===== src/rtl/vid_regs_pkg.sv =====
package vid_regs_pkg;
  typedef enum logic [2:0] {
    SEL_CTRL = 3'd0,
    SEL_MASK = 3'd1,
    SEL_STAT = 3'd2,
    SEL_SPA  = 3'd3,
    SEL_SPD  = 3'd4,
    SEL_SCRL = 3'd5,
    SEL_ADDR = 3'd6,
    SEL_DATA = 3'd7
  } reg_sel_e;

  localparam int VA_W = 15;
  localparam int VM_W = 14;
  localparam int DW   = 8;
endpackage


===== src/rtl/vid_scroll_addr.sv =====
module vid_scroll_addr
  import vid_regs_pkg::*;
(
  input  logic            clk,
  input  logic            rst_n,
  input  logic            ctl_wr,
  input  logic            scr_wr,
  input  logic            adr_wr,
  input  logic            stat_rd,
  input  logic            adv,
  input  logic            inc32,
  input  logic [DW-1:0]   wdata,
  output logic [VA_W-1:0] tmp_q,
  output logic [VA_W-1:0] cur_q,
  output logic [2:0]      fx_q,
  output logic            toggle_q
);
  localparam logic [VA_W-1:0] STEP_LO = VA_W'(1);
  localparam logic [VA_W-1:0] STEP_HI = VA_W'(32);

  logic [VA_W-1:0] tmp_d, cur_d;
  logic [2:0]      fx_d;
  logic            toggle_d;
  logic            tmp_en, cur_en, fx_en, tog_en;

  always_comb begin
    tmp_d    = tmp_q;
    cur_d    = cur_q;
    fx_d     = fx_q;
    toggle_d = toggle_q;
    tmp_en   = ctl_wr | scr_wr | adr_wr;
    fx_en    = scr_wr & ~toggle_q;
    tog_en   = scr_wr | adr_wr | stat_rd;
    cur_en   = adv | (adr_wr & toggle_q);
    if (ctl_wr) tmp_d[11:10] = wdata[1:0];
    if (scr_wr) begin
      if (!toggle_q) begin
        tmp_d[4:0] = wdata[7:3];
        fx_d       = wdata[2:0];
      end else begin
        tmp_d[14:12] = wdata[2:0];
        tmp_d[9:5]   = wdata[7:3];
      end
      toggle_d = ~toggle_q;
    end
    if (adr_wr) begin
      if (!toggle_q) begin
        tmp_d[14]   = 1'b0;
        tmp_d[13:8] = wdata[5:0];
      end else begin
        tmp_d[7:0] = wdata;
        cur_d      = {1'b0, tmp_q[13:8], wdata};
      end
      toggle_d = ~toggle_q;
    end
    if (stat_rd) toggle_d = 1'b0;
    if (adv) cur_d = cur_q + (inc32 ? STEP_HI : STEP_LO);
  end

  always_ff @(posedge clk or negedge rst_n) begin
    if (!rst_n) begin
      tmp_q    <= '0;
      cur_q    <= '0;
      fx_q     <= '0;
      toggle_q <= 1'b0;
    end else begin
      if (tmp_en) tmp_q    <= tmp_d;
      if (cur_en) cur_q    <= cur_d;
      if (fx_en)  fx_q     <= fx_d;
      if (tog_en) toggle_q <= toggle_d;
    end
  end


  addr_load_chk: assert property (@(posedge clk) disable iff (!rst_n)
    (adr_wr && toggle_q) |=> (cur_q == {1'b0, tmp_q[13:0]}));

  stat_tog_chk: assert property (@(posedge clk) disable iff (!rst_n)
    stat_rd |=> !toggle_q);

  tog_flip_chk: assert property (@(posedge clk) disable iff (!rst_n)
    (scr_wr || adr_wr) |=> (toggle_q != $past(toggle_q)));

  t14_clr_chk: assert property (@(posedge clk) disable iff (!rst_n)
    (adr_wr && !toggle_q) |=> !tmp_q[14]);
endmodule


===== src/rtl/vid_sprite_ram.sv =====
module vid_sprite_ram
  import vid_regs_pkg::*;
#(
  parameter int DEPTH = 256
) (
  input  logic          clk,
  input  logic          rst_n,
  input  logic          ptr_wr,
  input  logic          acc_wr,
  input  logic          acc_rd,
  input  logic [DW-1:0] wdata,
  output logic [DW-1:0] rdata
);
  localparam int AW = $clog2(DEPTH);

  logic [DW-1:0] mem [DEPTH];
  logic [AW-1:0] ptr_q, ptr_d;
  logic          ptr_en;

  always_comb begin
    ptr_en = ptr_wr | acc_wr | acc_rd;
    ptr_d  = ptr_wr ? wdata[AW-1:0] : ptr_q + AW'(1);
  end

  always_ff @(posedge clk or negedge rst_n) begin
    if (!rst_n)      ptr_q <= '0;
    else if (ptr_en) ptr_q <= ptr_d;
  end

  always_ff @(posedge clk) begin
    if (acc_wr) mem[ptr_q] <= wdata;
  end

  assign rdata = mem[ptr_q];


  spr_inc_chk: assert property (@(posedge clk) disable iff (!rst_n)
    ((acc_wr || acc_rd) && !ptr_wr) |=> (ptr_q == $past(ptr_q) + AW'(1)));
endmodule


===== src/rtl/vid_read_buf.sv =====
module vid_read_buf
  import vid_regs_pkg::*;
(
  input  logic          clk,
  input  logic          rst_n,
  input  logic          req,
  input  logic [DW-1:0] mem_data,
  output logic [DW-1:0] buf_out
);
  logic          pend_q;
  logic [DW-1:0] buf_q;

  always_ff @(posedge clk or negedge rst_n) begin
    if (!rst_n) begin
      pend_q <= 1'b0;
      buf_q  <= '0;
    end else begin
      pend_q <= req;
      if (pend_q) buf_q <= mem_data;
    end
  end

  assign buf_out = pend_q ? mem_data : buf_q;
endmodule


===== src/rtl/vid_cpu_regs.sv =====
module vid_cpu_regs
  import vid_regs_pkg::*;
#(
  parameter int SPR_DEPTH = 256
) (
  input  logic            clk,
  input  logic            rst_n,
  input  logic [2:0]      reg_sel,
  input  logic            rd_en,
  input  logic            wr_en,
  input  logic [DW-1:0]   wr_data,
  output logic [DW-1:0]   rd_data,
  input  logic            vblank_set,
  input  logic            hit_set,
  input  logic            ovf_set,
  input  logic            frame_clr,
  input  logic            pattern_ro,
  output logic [VM_W-1:0] vm_addr,
  output logic            vm_rd_en,
  input  logic [DW-1:0]   vm_rd_data,
  output logic            vm_wr_en,
  output logic [DW-1:0]   vm_wr_data,
  output logic [DW-1:0]   ctrl_o,
  output logic [DW-1:0]   mask_o,
  output logic [VA_W-1:0] tmp_addr_o,
  output logic [VA_W-1:0] cur_addr_o,
  output logic [2:0]      fine_x_o
);
  reg_sel_e sel;
  logic     rd, wr;
  logic     stat_rd, data_rd, data_wr;
  logic     vb_q, hit_q, ovf_q, vb_d, hit_d, ovf_d;
  logic     flag_en;
  logic [DW-1:0] spr_rdata, buf_rdata;
  logic [VA_W-1:0] cur_q;
  logic     toggle_q;

  assign sel     = reg_sel_e'(reg_sel);
  assign wr      = wr_en;
  assign rd      = rd_en & ~wr_en;
  assign stat_rd = rd & (sel == SEL_STAT);
  assign data_rd = rd & (sel == SEL_DATA);
  assign data_wr = wr & (sel == SEL_DATA);

  always_ff @(posedge clk or negedge rst_n) begin
    if (!rst_n) begin
      ctrl_o <= '0;
      mask_o <= '0;
    end else begin
      if (wr && sel == SEL_CTRL) ctrl_o <= wr_data;
      if (wr && sel == SEL_MASK) mask_o <= wr_data;
    end
  end

  always_comb begin
    flag_en = frame_clr | vblank_set | hit_set | ovf_set | stat_rd;
    vb_d  = frame_clr ? 1'b0 : (vblank_set ? 1'b1 : (stat_rd ? 1'b0 : vb_q));
    hit_d = frame_clr ? 1'b0 : (hit_set | hit_q);
    ovf_d = frame_clr ? 1'b0 : (ovf_set | ovf_q);
  end

  always_ff @(posedge clk or negedge rst_n) begin
    if (!rst_n) begin
      vb_q  <= 1'b0;
      hit_q <= 1'b0;
      ovf_q <= 1'b0;
    end else if (flag_en) begin
      vb_q  <= vb_d;
      hit_q <= hit_d;
      ovf_q <= ovf_d;
    end
  end

  vid_scroll_addr u_sa (
    .clk      (clk),
    .rst_n    (rst_n),
    .ctl_wr   (wr && sel == SEL_CTRL),
    .scr_wr   (wr && sel == SEL_SCRL),
    .adr_wr   (wr && sel == SEL_ADDR),
    .stat_rd  (stat_rd),
    .adv      (data_rd | data_wr),
    .inc32    (ctrl_o[2]),
    .wdata    (wr_data),
    .tmp_q    (tmp_addr_o),
    .cur_q    (cur_q),
    .fx_q     (fine_x_o),
    .toggle_q (toggle_q)
  );

  vid_sprite_ram #(.DEPTH(SPR_DEPTH)) u_spr (
    .clk    (clk),
    .rst_n  (rst_n),
    .ptr_wr (wr && sel == SEL_SPA),
    .acc_wr (wr && sel == SEL_SPD),
    .acc_rd (rd && sel == SEL_SPD),
    .wdata  (wr_data),
    .rdata  (spr_rdata)
  );

  vid_read_buf u_buf (
    .clk      (clk),
    .rst_n    (rst_n),
    .req      (data_rd),
    .mem_data (vm_rd_data),
    .buf_out  (buf_rdata)
  );

  assign cur_addr_o = cur_q;
  assign vm_addr    = cur_q[VM_W-1:0];
  assign vm_rd_en   = data_rd;
  assign vm_wr_en   = data_wr & ~(pattern_ro & ~cur_q[13]);
  assign vm_wr_data = wr_data;

  always_comb begin
    rd_data = '0;
    if (rd) begin
      case (sel)
        SEL_STAT: rd_data = {vb_q, hit_q, ovf_q, 5'b00000};
        SEL_SPD:  rd_data = spr_rdata;
        SEL_DATA: rd_data = buf_rdata;
        default:  rd_data = '0;
      endcase
    end
  end


  pat_guard_chk: assert property (@(posedge clk) disable iff (!rst_n)
    vm_wr_en |-> !(pattern_ro && !vm_addr[13]));

  vb_clr_chk: assert property (@(posedge clk) disable iff (!rst_n)
    (stat_rd && !vblank_set) |=> !vb_q);

  frame_clr_chk: assert property (@(posedge clk) disable iff (!rst_n)
    frame_clr |=> (!vb_q && !hit_q && !ovf_q));

  rd_adv_chk: assert property (@(posedge clk) disable iff (!rst_n)
    vm_rd_en |=> (cur_q != $past(cur_q)));
endmodule


===== config.mk =====
export PLATFORM = sky130hd
export DESIGN_NAME = vid_cpu_regs
export DESIGN_NICKNAME = d
export VERILOG_FILES = /design/src/rtl/vid_regs_pkg.sv /design/src/rtl/vid_scroll_addr.sv /design/src/rtl/vid_sprite_ram.sv /design/src/rtl/vid_read_buf.sv /design/src/rtl/vid_cpu_regs.sv
export SDC_FILE = /design/constraint.sdc
export NUM_CORES = 2
export LEC_CHECK = 0
export BUFFER_PORTS_ARGS = -buffer_cell sky130_fd_sc_hd__buf_2
export CAP_MARGIN = 20
export CORE_MARGIN = 2
export CORE_UTILIZATION = 50
export CTS_CLUSTER_DIAMETER = 80
export DETAILED_ROUTE_END_ITERATION = 12
export GPL_ROUTABILITY_DRIVEN = 0
export PLACE_DENSITY = 0.72
export SETUP_SLACK_MARGIN = 0.3
export SLEW_MARGIN = 20
export SYNTH_ARGS = -nofsm -noshare
export SYNTH_HDL_FRONTEND = slang
export SYNTH_SLANG_ARGS = --single-unit

===== constraint.sdc =====
create_clock -name clk -period 5 [get_ports clk]
set_clock_uncertainty 0.1 [all_clocks]
set_input_delay 0.25 -clock clk [delete_from_list [all_inputs] [get_ports clk]]
set_output_delay 0.25 -clock clk [all_outputs]
set_load 0.03 [all_outputs]

==> metrics.md <==
| Metric | Value |
|---|---|
| Main combinational cell family by area after synthesis | `multiplexers` |
| Sequential share of the synthesized area | `0.763` |
| GR Overflow Total | `0` |
| Pin count of the biggest net entering global routing | `156` |
| Synth async-reset ratio | `0.0331` |
| Post-Route WL | `210000 um` |
| Post-synthesis compound-gate area fraction | `0.0373` |
| WL per Instance | `30.7 um` |
| Hpwl dp | `127000 um` |
| Crit path required time | `4.65 ns` |
| Die Height | `411 um` |
| CTS H-tree depth | `4` |
| Crit path max fanout | `23` |
| Gate Count Post-Synth | `4213` |
| Final setup TNS | `0 ns` |
| Unique masters post-synth | `64` |
| Leak | `30.0 nW` |
| Drt initial violations | `6627` |
| CP Class | `flop to output pin` |
| Nets | `4521` |
| Status | `finished, violations left` |
| Detailed Routing Iterations Pass 1 | `8` |
| Crit path launch type | `flop` |
| Cell area after synthesis | `0.0829 mm^2` |
| Worst path slowest cell | `dfrtp_4` |
| Relative slew slack | `0.188` |
| Slew Viols, Final | `0` |
| Core Box Area | `0.165 mm^2` |
| Commonest non-fill, non-tap cells in the layout | `2048 x edfxtp_1, 391 x mux4_2, 331 x nor2_1` |
| Layout cells sized above 1 | `0.231` |
| Area Overhead vs Synth | `13.5%` |
| Slew @ Worst Pin | `1.22 ns` |
| CP Data Arrival Time | `4.34 ns` |
| Post-synthesis simple-gate area fraction | `0.0358` |
| Aggregate global-route resource usage | `0.246` |
| Initial antenna violation count | `6` |
| Post-Syn Nets | `4248` |
| Final setup vio count | `0` |
| IO buf count | `108` |
| Clk root buf | `clkbuf_16` |
| CP cell instances | `buf_4 -> buf_16 -> buf_12 -> mux4_2 -> a22o_1 -> a221oi_1 -> and3_1 -> a31oi_1 -> a221o_1 -> buf_2` |
| Max Fclk | `213 MHz` |
| Power Density | `456 mW/mm^2` |
| Multiplexer share of the synthesized area | `0.144` |
| Leading cell type in the layout, fill and taps excluded | `edfxtp_1` |
| Worst hold path class | `primary input to asynchronous set/reset pin` |
| Synth Flop Type | `edfxtp_1` |
| Vias in the first global route | `42900` |
| Fin Hold WS | `0.0696 ns` |
| # IOs | `109` |
| Post-synth EDFFs | `2048` |
| Core Rows | `149` |
| CTS tree | `done` |
| First-pass GRT wire length | `301000 um` |
| Vias per cell | `6.36` |
| Cts bufs inserted | `198` |
| Vias post-DR | `43500` |
| Clk_lat worst skew | `0.85 ns` |
| Final hold viol count | `0` |
| Seq cells post-synth | `2118` |
| Max VDD drop | `0.000440 V` |
| Fin crit share | `0.938` |
| Worst-path clk slew | `0.07 ns` |
| Worst setup EP type | `output pin` |
| CTS max path bufs | `3` |
| Synth warn | `0` |
| Max-cap violations | `0` |
| Avg Synthesized Cell Area | `19.7 um^2` |
| Final antenna-violating net count | `0` |
| Tmin final | `4.69 ns` |
| RSZ-0062 raised after global routing | `true` |
| Die area | `0.169 mm^2` |
| Drt drc | `2` |
| Total power | `42.9 mW` |
| CP max stage delay | `0.52 ns` |
| Starting Density | `0.503` |
| Post-Synth Adder-Cell Area | `0.00106` |
| Total clock sinks | `2118` |
| Die width | `411 um` |
| Failing checks | `design-rule violations` |
| XOR/XNOR share of the synthesized area | `0.000423` |
[worst max-delay path, delay by kind of cell, from the launching register on]
family	cells	cell delay, ns
compound gates	4	1.17
mux	1	0.52
flops	1	0.52
simple gates	1	0.24
buf+inv	4	1.00
[synth_stat cells (4+ instances only)]
cell | n | area, um^2
a211oi_1 | 17 | 128
a21oi_1 | 53 | 265
a221o_1 | 12 | 120
a221oi_1 | 38 | 333
a22o_1 | 8 | 70.1
a22oi_1 | 147 | 1100
a31o_2 | 4 | 35.0
a31oi_1 | 9 | 56.3
and2_1 | 8 | 50.1
and3_1 | 20 | 125
buf_1 | 13 | 48.8
buf_2 | 42 | 210
buf_4 | 50 | 375
buf_6 | 35 | 394
clkbuf_1 | 123 | 462
dfrtp_1 | 70 | 1750
edfxtp_1 | 2048 | 61500
ha_1 | 7 | 87.6
inv_1 | 9 | 33.8
mux2_2 | 33 | 372
mux2i_1 | 273 | 2730
mux4_2 | 391 | 8810
nand2_1 | 151 | 567
nand2b_1 | 8 | 50.1
nand3_1 | 56 | 280
nand4_1 | 27 | 169
nor2_1 | 333 | 1250
nor2b_1 | 20 | 125
nor3_1 | 17 | 85.1
nor4_1 | 12 | 75.1
o211ai_1 | 23 | 173
o21ai_0 | 42 | 210
o221ai_1 | 8 | 70.1
o22ai_1 | 48 | 300
o311ai_0 | 4 | 35.0
o311ai_1 | 4 | 35.0
[per-layer routing]
layer / up-vias / track usage / wire length (um)
met5: - / 0 / 33
met4: 4 / 0.102 / 8590
met3: 449 / 0.0578 / 22900
met2: 2602 / 0.378 / 98700
met1: 22600 / 0.343 / 79800
li1: 17800 / - / -
[cell families after synthesis]
family | after synthesis
compound gates | 435
xor+xnor | 4
fa+ha+maj | 7
buf+inv | 276
flops | 2118
mux | 697
simple gates | 676
[final timing paths]
path | start | endpoint | slack, ns | depth (start not counted)
setup / recovery | u_spr.ptr_q[0]$_DFFE_PN0P_ | rd_data[3] | 0.31 | 10
hold / removal | rst_n | vb_q$_DFFE_PN0P_ | 0.07 | 3
min in group clk | reg_sel[0] | ctrl_o[2]$_DFFE_PN0P_ | 0.07 | 5
hold reg to reg | u_sa.tmp_q[3]$_DFFE_PN0P_ | u_sa.tmp_q[3]$_DFFE_PN0P_ | 0.38 | 2
setup reg to reg | u_spr.ptr_q[1]$_DFFE_PN0P_ | u_spr.mem[25][5]$_DFFE_PP_ | 0.87 | 8
max in group asynchronous | rst_n | u_spr.ptr_q[1]$_DFFE_PN0P_ | 4.04 | 3
[power by group]
part | total [mW] | internal [mW] | switching, mW
Combinational | 7.71 | 3.10 | 4.61
Sequential | 19.8 | 19.6 | 0.194
Clock | 15.4 | 8.87 | 6.53
Total | 42.9 | 31.6 | 11.3
[layout make-up]
cell class	instances	area (um^2)
sequential	2118	63300
multi-input combinational	1820	18300
timing repair buffer	337	3090
clock inverter	122	1360
fill	11800	70700
tap	2189	2740
inverter	11	41.3
clock buffer	246	5260
antenna	1	2.50
[through the flow]
step	setup WS (ns)	area [um^2]	utilization	std cells
CTS	0.271	94000	0.570	6839
detailed placement	0.702	86500	0.525	6427
global route	0.248	94100	0.571	6843
finish	0.308	94100	0.571	6844
global placement	0.697	86500	0.525	6427
floorplan	1.98	82900	-	4213
[state kept, by name, summed over array words and instances (netlist names)]
name / count
ctrl_o: 8
vb_q: 1
mask_o: 8
u_sa.fx_q: 3
u_buf.pend_q: 1
u_sa.cur_q: 15
u_spr.mem: 2048
hit_q: 1
u_buf.buf_q: 8
u_spr.ptr_q: 8
u_sa.toggle_q: 1
u_sa.tmp_q: 15
ovf_q: 1
[timing repair]
action | in CTS | in global routing
endpoints found under the hold margin | 638 | 0
setup endpoints to repair | 8 | 8
pin swaps | 5 | 4
buffers inserted | 12 | 2
gates cloned | 7 | 2
resized for setup | 46 | 11
hold buffers | 25 | 0
Power figures use the tool's default switching activity.
